$ cat config.mk
export PLATFORM = sky130hd
export DESIGN_NAME = phased_reset_seq
export DESIGN_NICKNAME = d
export VERILOG_FILES = /design/src/rtl/phased_seq_pkg.sv /design/src/rtl/sweep_planner.sv /design/src/rtl/cmd_issuer.sv /design/src/rtl/phased_reset_seq.sv
export SDC_FILE = /design/constraint.sdc
export NUM_CORES = 1
export LEC_CHECK = 0
export ABC_AREA = 1
export BUFFER_PORTS_ARGS = -buffer_cell sky130_fd_sc_hd__buf_2
export CAP_MARGIN = 40
export CELL_PAD_IN_SITES_DETAIL_PLACEMENT = 1
export CELL_PAD_IN_SITES_GLOBAL_PLACEMENT = 2
export CORE_MARGIN = 3
export CORE_UTILIZATION = 28
export DETAILED_ROUTE_END_ITERATION = 6
export PLACE_DENSITY_LB_ADDON = 0.3
export SYNTH_ARGS = -nofsm -noshare
export SYNTH_HDL_FRONTEND = slang
export SYNTH_SLANG_ARGS = --single-unit
$ cat constraint.sdc
create_clock -name clk -period 2.69 [get_ports clk]
set_input_delay 0.538 -clock clk [delete_from_list [all_inputs] [get_ports clk]]
set_output_delay 0.538 -clock clk [all_outputs]
set_load 0.02 [all_outputs]
$ cat src/rtl/phased_seq_pkg.sv
package phased_seq_pkg;

  typedef enum logic [1:0] {
    OP_NONE  = 2'd0,
    OP_WRITE = 2'd1,
    OP_RESET = 2'd2,
    OP_CLEAR = 2'd3
  } blk_op_e;

  typedef enum logic [1:0] {
    ST_IDLE  = 2'd0,
    ST_ISSUE = 2'd1,
    ST_WAIT  = 2'd2
  } seq_state_e;

endpackage

$ cat src/rtl/sweep_planner.sv
module sweep_planner
  import phased_seq_pkg::*;
#(
  parameter int NUM_BLOCKS = 16,
  parameter int LEAD_W     = 2,
  localparam int MAX_LEAD  = 1 << LEAD_W,
  localparam int BLK_W     = $clog2(NUM_BLOCKS),
  localparam int STEP_W    = $clog2(NUM_BLOCKS + MAX_LEAD),
  localparam int LAG_W     = LEAD_W + 1
) (
  input  logic              clk,
  input  logic              rst_n,
  input  logic              restart_i,
  input  logic              advance_i,
  input  logic [LEAD_W-1:0] lead_sel_i,
  output blk_op_e           op_o,
  output logic [BLK_W-1:0]  blk_o,
  output logic              last_o
);

  localparam logic [STEP_W-1:0] TOP_BLK = STEP_W'(NUM_BLOCKS - 1);

  // phase: 0 write front, 1 show reset, 2 clear trail, 3 end reset
  logic [STEP_W-1:0] step_q, step_n;
  logic [1:0]        ph_q, ph_n;
  logic [LAG_W-1:0]  lag_q, lag_n;
  logic              upd_en;
  logic              trail_ok;
  logic [STEP_W-1:0] step_inc;
  logic [STEP_W-1:0] lag_ext;

  assign lag_ext  = STEP_W'(lag_q);
  assign trail_ok = (step_q >= lag_ext);
  assign step_inc = step_q + STEP_W'(1);
  assign upd_en   = restart_i | advance_i;

  always_comb begin
    step_n = step_q;
    ph_n   = ph_q;
    lag_n  = lag_q;
    if (restart_i) begin
      step_n = '0;
      ph_n   = 2'd0;
      lag_n  = LAG_W'(lead_sel_i) + LAG_W'(1);
    end else if (advance_i) begin
      unique case (ph_q)
        2'd0: ph_n = 2'd1;
        2'd1: begin
          if (trail_ok) begin
            ph_n = 2'd2;
          end else begin
            step_n = step_inc;
            ph_n   = (step_inc <= TOP_BLK) ? 2'd0 : 2'd2;
          end
        end
        2'd2: ph_n = 2'd3;
        default: begin
          step_n = step_inc;
          ph_n   = (step_inc <= TOP_BLK) ? 2'd0 : 2'd2;
        end
      endcase
    end
  end

  always_ff @(posedge clk or negedge rst_n) begin
    if (!rst_n) begin
      step_q <= '0;
      ph_q   <= 2'd0;
      lag_q  <= LAG_W'(1);
    end else if (upd_en) begin
      step_q <= step_n;
      ph_q   <= ph_n;
      lag_q  <= lag_n;
    end
  end

  always_comb begin
    unique case (ph_q)
      2'd0:    op_o = OP_WRITE;
      2'd2:    op_o = OP_CLEAR;
      default: op_o = OP_RESET;
    endcase
  end

  assign blk_o  = ph_q[1] ? BLK_W'(step_q - lag_ext) : BLK_W'(step_q);
  assign last_o = (ph_q == 2'd3) && (step_q == TOP_BLK + lag_ext);

  AST_TRAIL_BEHIND_FRONT: assert property (@(posedge clk) disable iff (!rst_n)
    ph_q[1] |-> (step_q >= lag_ext));
  AST_FRONT_IN_ARRAY: assert property (@(posedge clk) disable iff (!rst_n)
    !ph_q[1] |-> (step_q <= TOP_BLK));
  AST_LAG_HELD_MID_SWEEP: assert property (@(posedge clk) disable iff (!rst_n)
    !restart_i |=> $stable(lag_q));

endmodule

$ cat src/rtl/cmd_issuer.sv
module cmd_issuer
  import phased_seq_pkg::*;
#(
  parameter int NUM_BLOCKS = 16,
  localparam int BLK_W     = $clog2(NUM_BLOCKS)
) (
  input  logic                  clk,
  input  logic                  rst_n,
  input  logic                  start_i,
  input  logic                  frame_avail_i,
  input  logic                  cmd_done_i,
  input  logic [NUM_BLOCKS-1:0] lockout_i,
  input  blk_op_e               plan_op_i,
  input  logic [BLK_W-1:0]      plan_blk_i,
  input  logic                  plan_last_i,
  output logic                  restart_o,
  output logic                  advance_o,
  output logic                  cmd_valid_o,
  output blk_op_e               cmd_op_o,
  output logic [BLK_W-1:0]      cmd_blk_o,
  output logic                  frame_done_o
);

  seq_state_e state_q, state_n;
  logic       fd_q, fd_n;
  logic       blocked;

  assign blocked = lockout_i[plan_blk_i];

  always_comb begin
    state_n   = state_q;
    restart_o = 1'b0;
    advance_o = 1'b0;
    fd_n      = 1'b0;
    unique case (state_q)
      ST_IDLE: begin
        if (start_i) begin
          restart_o = 1'b1;
          state_n   = ST_ISSUE;
        end
      end
      ST_ISSUE: begin
        if (!blocked) state_n = ST_WAIT;
      end
      ST_WAIT: begin
        if (cmd_done_i) begin
          if (plan_last_i) begin
            fd_n = 1'b1;
            if (frame_avail_i) begin
              restart_o = 1'b1;
              state_n   = ST_ISSUE;
            end else begin
              state_n = ST_IDLE;
            end
          end else begin
            advance_o = 1'b1;
            state_n   = ST_ISSUE;
          end
        end
      end
      default: state_n = ST_IDLE;
    endcase
  end

  always_ff @(posedge clk or negedge rst_n) begin
    if (!rst_n) begin
      state_q <= ST_IDLE;
      fd_q    <= 1'b0;
    end else begin
      state_q <= state_n;
      fd_q    <= fd_n;
    end
  end

  assign cmd_valid_o  = (state_q == ST_ISSUE) && !blocked;
  assign cmd_op_o     = cmd_valid_o ? plan_op_i : OP_NONE;
  assign cmd_blk_o    = plan_blk_i;
  assign frame_done_o = fd_q;

  AST_ONE_OUTSTANDING: assert property (@(posedge clk) disable iff (!rst_n)
    cmd_valid_o |=> !cmd_valid_o);
  AST_STALL_HOLDS_CMD: assert property (@(posedge clk) disable iff (!rst_n)
    (state_q == ST_ISSUE && blocked) |=> ($stable(plan_blk_i) && $stable(plan_op_i)));
  AST_FRAME_DONE_PULSE: assert property (@(posedge clk) disable iff (!rst_n)
    frame_done_o |=> !frame_done_o);

endmodule

$ cat src/rtl/phased_reset_seq.sv
module phased_reset_seq
  import phased_seq_pkg::*;
#(
  parameter int NUM_BLOCKS = 16,
  parameter int LEAD_W     = 2,
  localparam int BLK_W     = $clog2(NUM_BLOCKS)
) (
  input  logic                  clk,
  input  logic                  rst_n,
  input  logic                  start_i,
  input  logic                  frame_avail_i,
  input  logic [LEAD_W-1:0]     lead_sel_i,
  input  logic                  cmd_done_i,
  input  logic [NUM_BLOCKS-1:0] lockout_i,
  output logic                  cmd_valid_o,
  output logic [1:0]            cmd_op_o,
  output logic [BLK_W-1:0]      cmd_blk_o,
  output logic                  frame_done_o
);

  blk_op_e          plan_op;
  logic [BLK_W-1:0] plan_blk;
  logic             plan_last;
  logic             restart;
  logic             advance;
  blk_op_e          issue_op;

  sweep_planner #(
    .NUM_BLOCKS (NUM_BLOCKS),
    .LEAD_W     (LEAD_W)
  ) u_plan (
    .clk        (clk),
    .rst_n      (rst_n),
    .restart_i  (restart),
    .advance_i  (advance),
    .lead_sel_i (lead_sel_i),
    .op_o       (plan_op),
    .blk_o      (plan_blk),
    .last_o     (plan_last)
  );

  cmd_issuer #(
    .NUM_BLOCKS (NUM_BLOCKS)
  ) u_issue (
    .clk           (clk),
    .rst_n         (rst_n),
    .start_i       (start_i),
    .frame_avail_i (frame_avail_i),
    .cmd_done_i    (cmd_done_i),
    .lockout_i     (lockout_i),
    .plan_op_i     (plan_op),
    .plan_blk_i    (plan_blk),
    .plan_last_i   (plan_last),
    .restart_o     (restart),
    .advance_o     (advance),
    .cmd_valid_o   (cmd_valid_o),
    .cmd_op_o      (issue_op),
    .cmd_blk_o     (cmd_blk_o),
    .frame_done_o  (frame_done_o)
  );

  assign cmd_op_o = issue_op;

  AST_DONE_AFTER_LAST_RESET: assert property (@(posedge clk) disable iff (!rst_n)
    frame_done_o |-> ($past(plan_op) == OP_RESET &&
                      $past(plan_blk) == BLK_W'(NUM_BLOCKS - 1)));
  AST_NO_LOCKED_TARGET: assert property (@(posedge clk) disable iff (!rst_n)
    cmd_valid_o |-> !lockout_i[cmd_blk_o]);

endmodule

==> out/results.tsv <==
metric	value	unit
Worst-Margin Slew	440	ps
Final Max Tran Viols	0	
vias post-DR	1438	
Area after DPL	0.00164	sq mm
row count	24	
critical path's most frequent cell	nand3_2	
Final HPWL DP	3130	microns
Yosys cell types	24	
number of global-route vias before repair	1486	
share of the synthesized area in the top cell type	21.9	%
Area Overhead vs Synth	32.1	%
DRC viols	0	
CTS tree	built	
Final Skew	4.46	ps
Buf+Inv Stages, Crit Path	2	
Avg Inst Size Synth	6.14	sq um
total routed wirelength	3820	microns
top post-synthesis cells by count	nand2_1 (74), inv_1 (41), nand3_1 (24)	
ys async rst share	100	%
critical path arrival	2320	ps
Final Cycle Share	106	%
Setup CP Type	reg -> out	
pre-CTS setup slack	-52.8	ps
overall routing resource usage	14.9	%
setup ws final	-167	ps
initial antenna violation count	0	
Synth area leaders	dfrtp_1 (22%), nand2_1 (20%), inv_1 (11%)	
Crit path required time	2150	ps
I/O pins	31	
Seq/Total Area, Yosys	23.8	%
Yosys reg bits	13	
RSZ-0062 raised after global routing	true	
EDFF count, synth	0	
wire length per cell	11.6	microns
most frequent cell after synthesis	nand2_1	
PortBufs	30	
ANT cells	0	
Max-cap violations	0	
Crit path largest cell delay	580	ps
Synth Flop Type	dfrtp_1	
min Tclk post-route	2860	ps
post-synth net total	255	
relative slew slack	70.7	%
Startpoint Class	register	
die area	0.00577	sq mm
fmax	350	MHz
area leader, netlist	dfrtp_1	
Clock Latency Late Sink	250	ps
worst r2r src	u_plan.lag_q[0]	
Comb power frac	71.5	%
Initial Utilization	30.2	%
synth warn	0	
leakage power	1.05	nW
DRT Pass-1 Iters	4	
internal cell power	0.000858	W
Die X	76.0	microns
Worst VDD drop	0.332	mV
critical path startpoint	u_plan.lag_q[0]	
core area	0.00453	sq mm
clk buf depth	2	
Netlist Area Pre-Place	0.00137	sq mm
Cell Pwr Density	994	mW/mm^2
crit-path leading delay family	adder cells	
Final Cell Area	0.00181	sq mm
Via-to-Cell Ratio	4.37	
first-pass GRT wire length	7090	microns
Net Sw Frac	52.3	%
setup violators final	3	
Final ANT Viol Nets	0	
Post-CTS Hold Buffers	0	
path type of the worst min-delay path	in -> async	
Mapped Cells	223	
nets@finish	297	
Max H-tree Level	1	
Sequential Power Share	18.4	%
Iteration-0 DRC Markers	26	
largest net degree at the start of global routing	14	
GP Congestion	0.751	
CP endpoint kind	primary output	
worst path cell trace	ha_4 -> inv_2 -> fa_1 -> nand2_2 -> o21ai_4 -> nand3_2 -> nand3_2 -> nand3_2 -> nand3_4 -> nor2_2 -> buf_6	
layout cell share with drive strength beyond 1	30.7	%
CTS root buffer	clkbuf_8	
Net Sw Power	0.000942	W
Max FO, Critical Path	5	
CTS sink count	13	
die height	76.0	microns
number of buffers created by CTS	3	
failing checks	setup timing	
CP max stage cell	fa_1	
final-report hold violation count	0	
clock slew at reported path FFs	60	ps
outcome	complete, but fails checks	
Clock power frac	10.1	%
GRT overflow	0	
==> registers in the layout, indices dropped and copies added, names as in the netlist <==
signal	count
u_issue.frame_done_o	1
u_issue.state_q	2
u_plan.lag_q	3
u_plan.ph_q	2
u_plan.step_q	5
==> power by group through the flow <==
stage / registers [W] / logic (W) / clock network, W
2_1_floorplan: 0.000310 / 0.000832 / 0
3_3_place_gp: 0.000330 / 0.00111 / 0
3_5_place_dp: 0.000332 / 0.00113 / 0
4_1_cts: 0.000334 / 0.00122 / 0.000190
5_1_grt: 0.000346 / 0.00149 / 0.000201
6_report: 0.000332 / 0.00129 / 0.000182
==> layout make-up <==
type,instances,area (sq um)
flip-flops and latches,13,327
well taps,65,81.3
clock buffers,4,45.0
fillers,607,2720
inverters,46,173
multi-input cells,162,946
repair buffers,39,239
==> layout by cell type (no fill, tap or decap), types with 3 or more instances in the layout <==
cell type  instances
buf_2             26
buf_4             10
buf_6              3
clkbuf_8           3
dfrtp_1           12
ha_1               7
inv_1             39
inv_2              7
nand2_1           72
nand2_2            7
nand3_1           15
nand3_2           10
nor2_1            20
nor2_2             5
o21ai_0            7
xor2_1             3
==> worst paths after layout <==
check                                endpoint  slack, ps  cells after the start
max                               cmd_op_o[0]       -170                     11
min in group clk              u_plan.lag_q[0]        460                      2
min reg2reg                u_issue.state_q[1]        580                      3
max reg2reg                  u_plan.step_q[3]        360                     15
max in group asynchronous     u_plan.lag_q[0]       2210                      1
min                          u_plan.step_q[2]        180                      1
==> kinds of logic after synthesis <==
group | count (synthesis) | share of synthesized area (%)
buf+inv | 48 | 14.0
compound gates | 11 | 4.57
simple gates | 139 | 46.9
fa+ha+maj | 9 | 8.77
flops | 13 | 23.8
xor+xnor | 3 | 1.92
==> per-layer routing <==
layer / share of wire, % / wire length [microns] / GRT usage, %
met1: 48 / 1810 / 20.0
met2: 48 / 1840 / 24.5
met3: 3.9 / 148 / 4.03
met4: 0.45 / 17 / 2.17
met5: 0 / 0 / 0
==> through the flow <==
stage,hold slack (ps),setup TNS [ps],cells,total power [W],utilization (%)
2_1_floorplan,242,-143,223,0.00114,-
3_3_place_gp,451,0,323,0.00144,36.1
3_5_place_dp,467,-140,323,0.00146,36.1
4_1_cts,199,-447,328,0.00174,38.6
5_1_grt,207,-913,329,0.00204,39.9
6_report,184,-492,329,0.00180,39.9
==> what timing repair did <==
| action | CTS | global route |
|---|---|---|
| gates resized for setup | 15 | 13 |
| pin swaps | 9 | 5 |
| buffers inserted | 1 | 1 |
| endpoints found under the setup margin | 3 | 3 |
No activity file was read; power rests on OpenSTA's default activity.
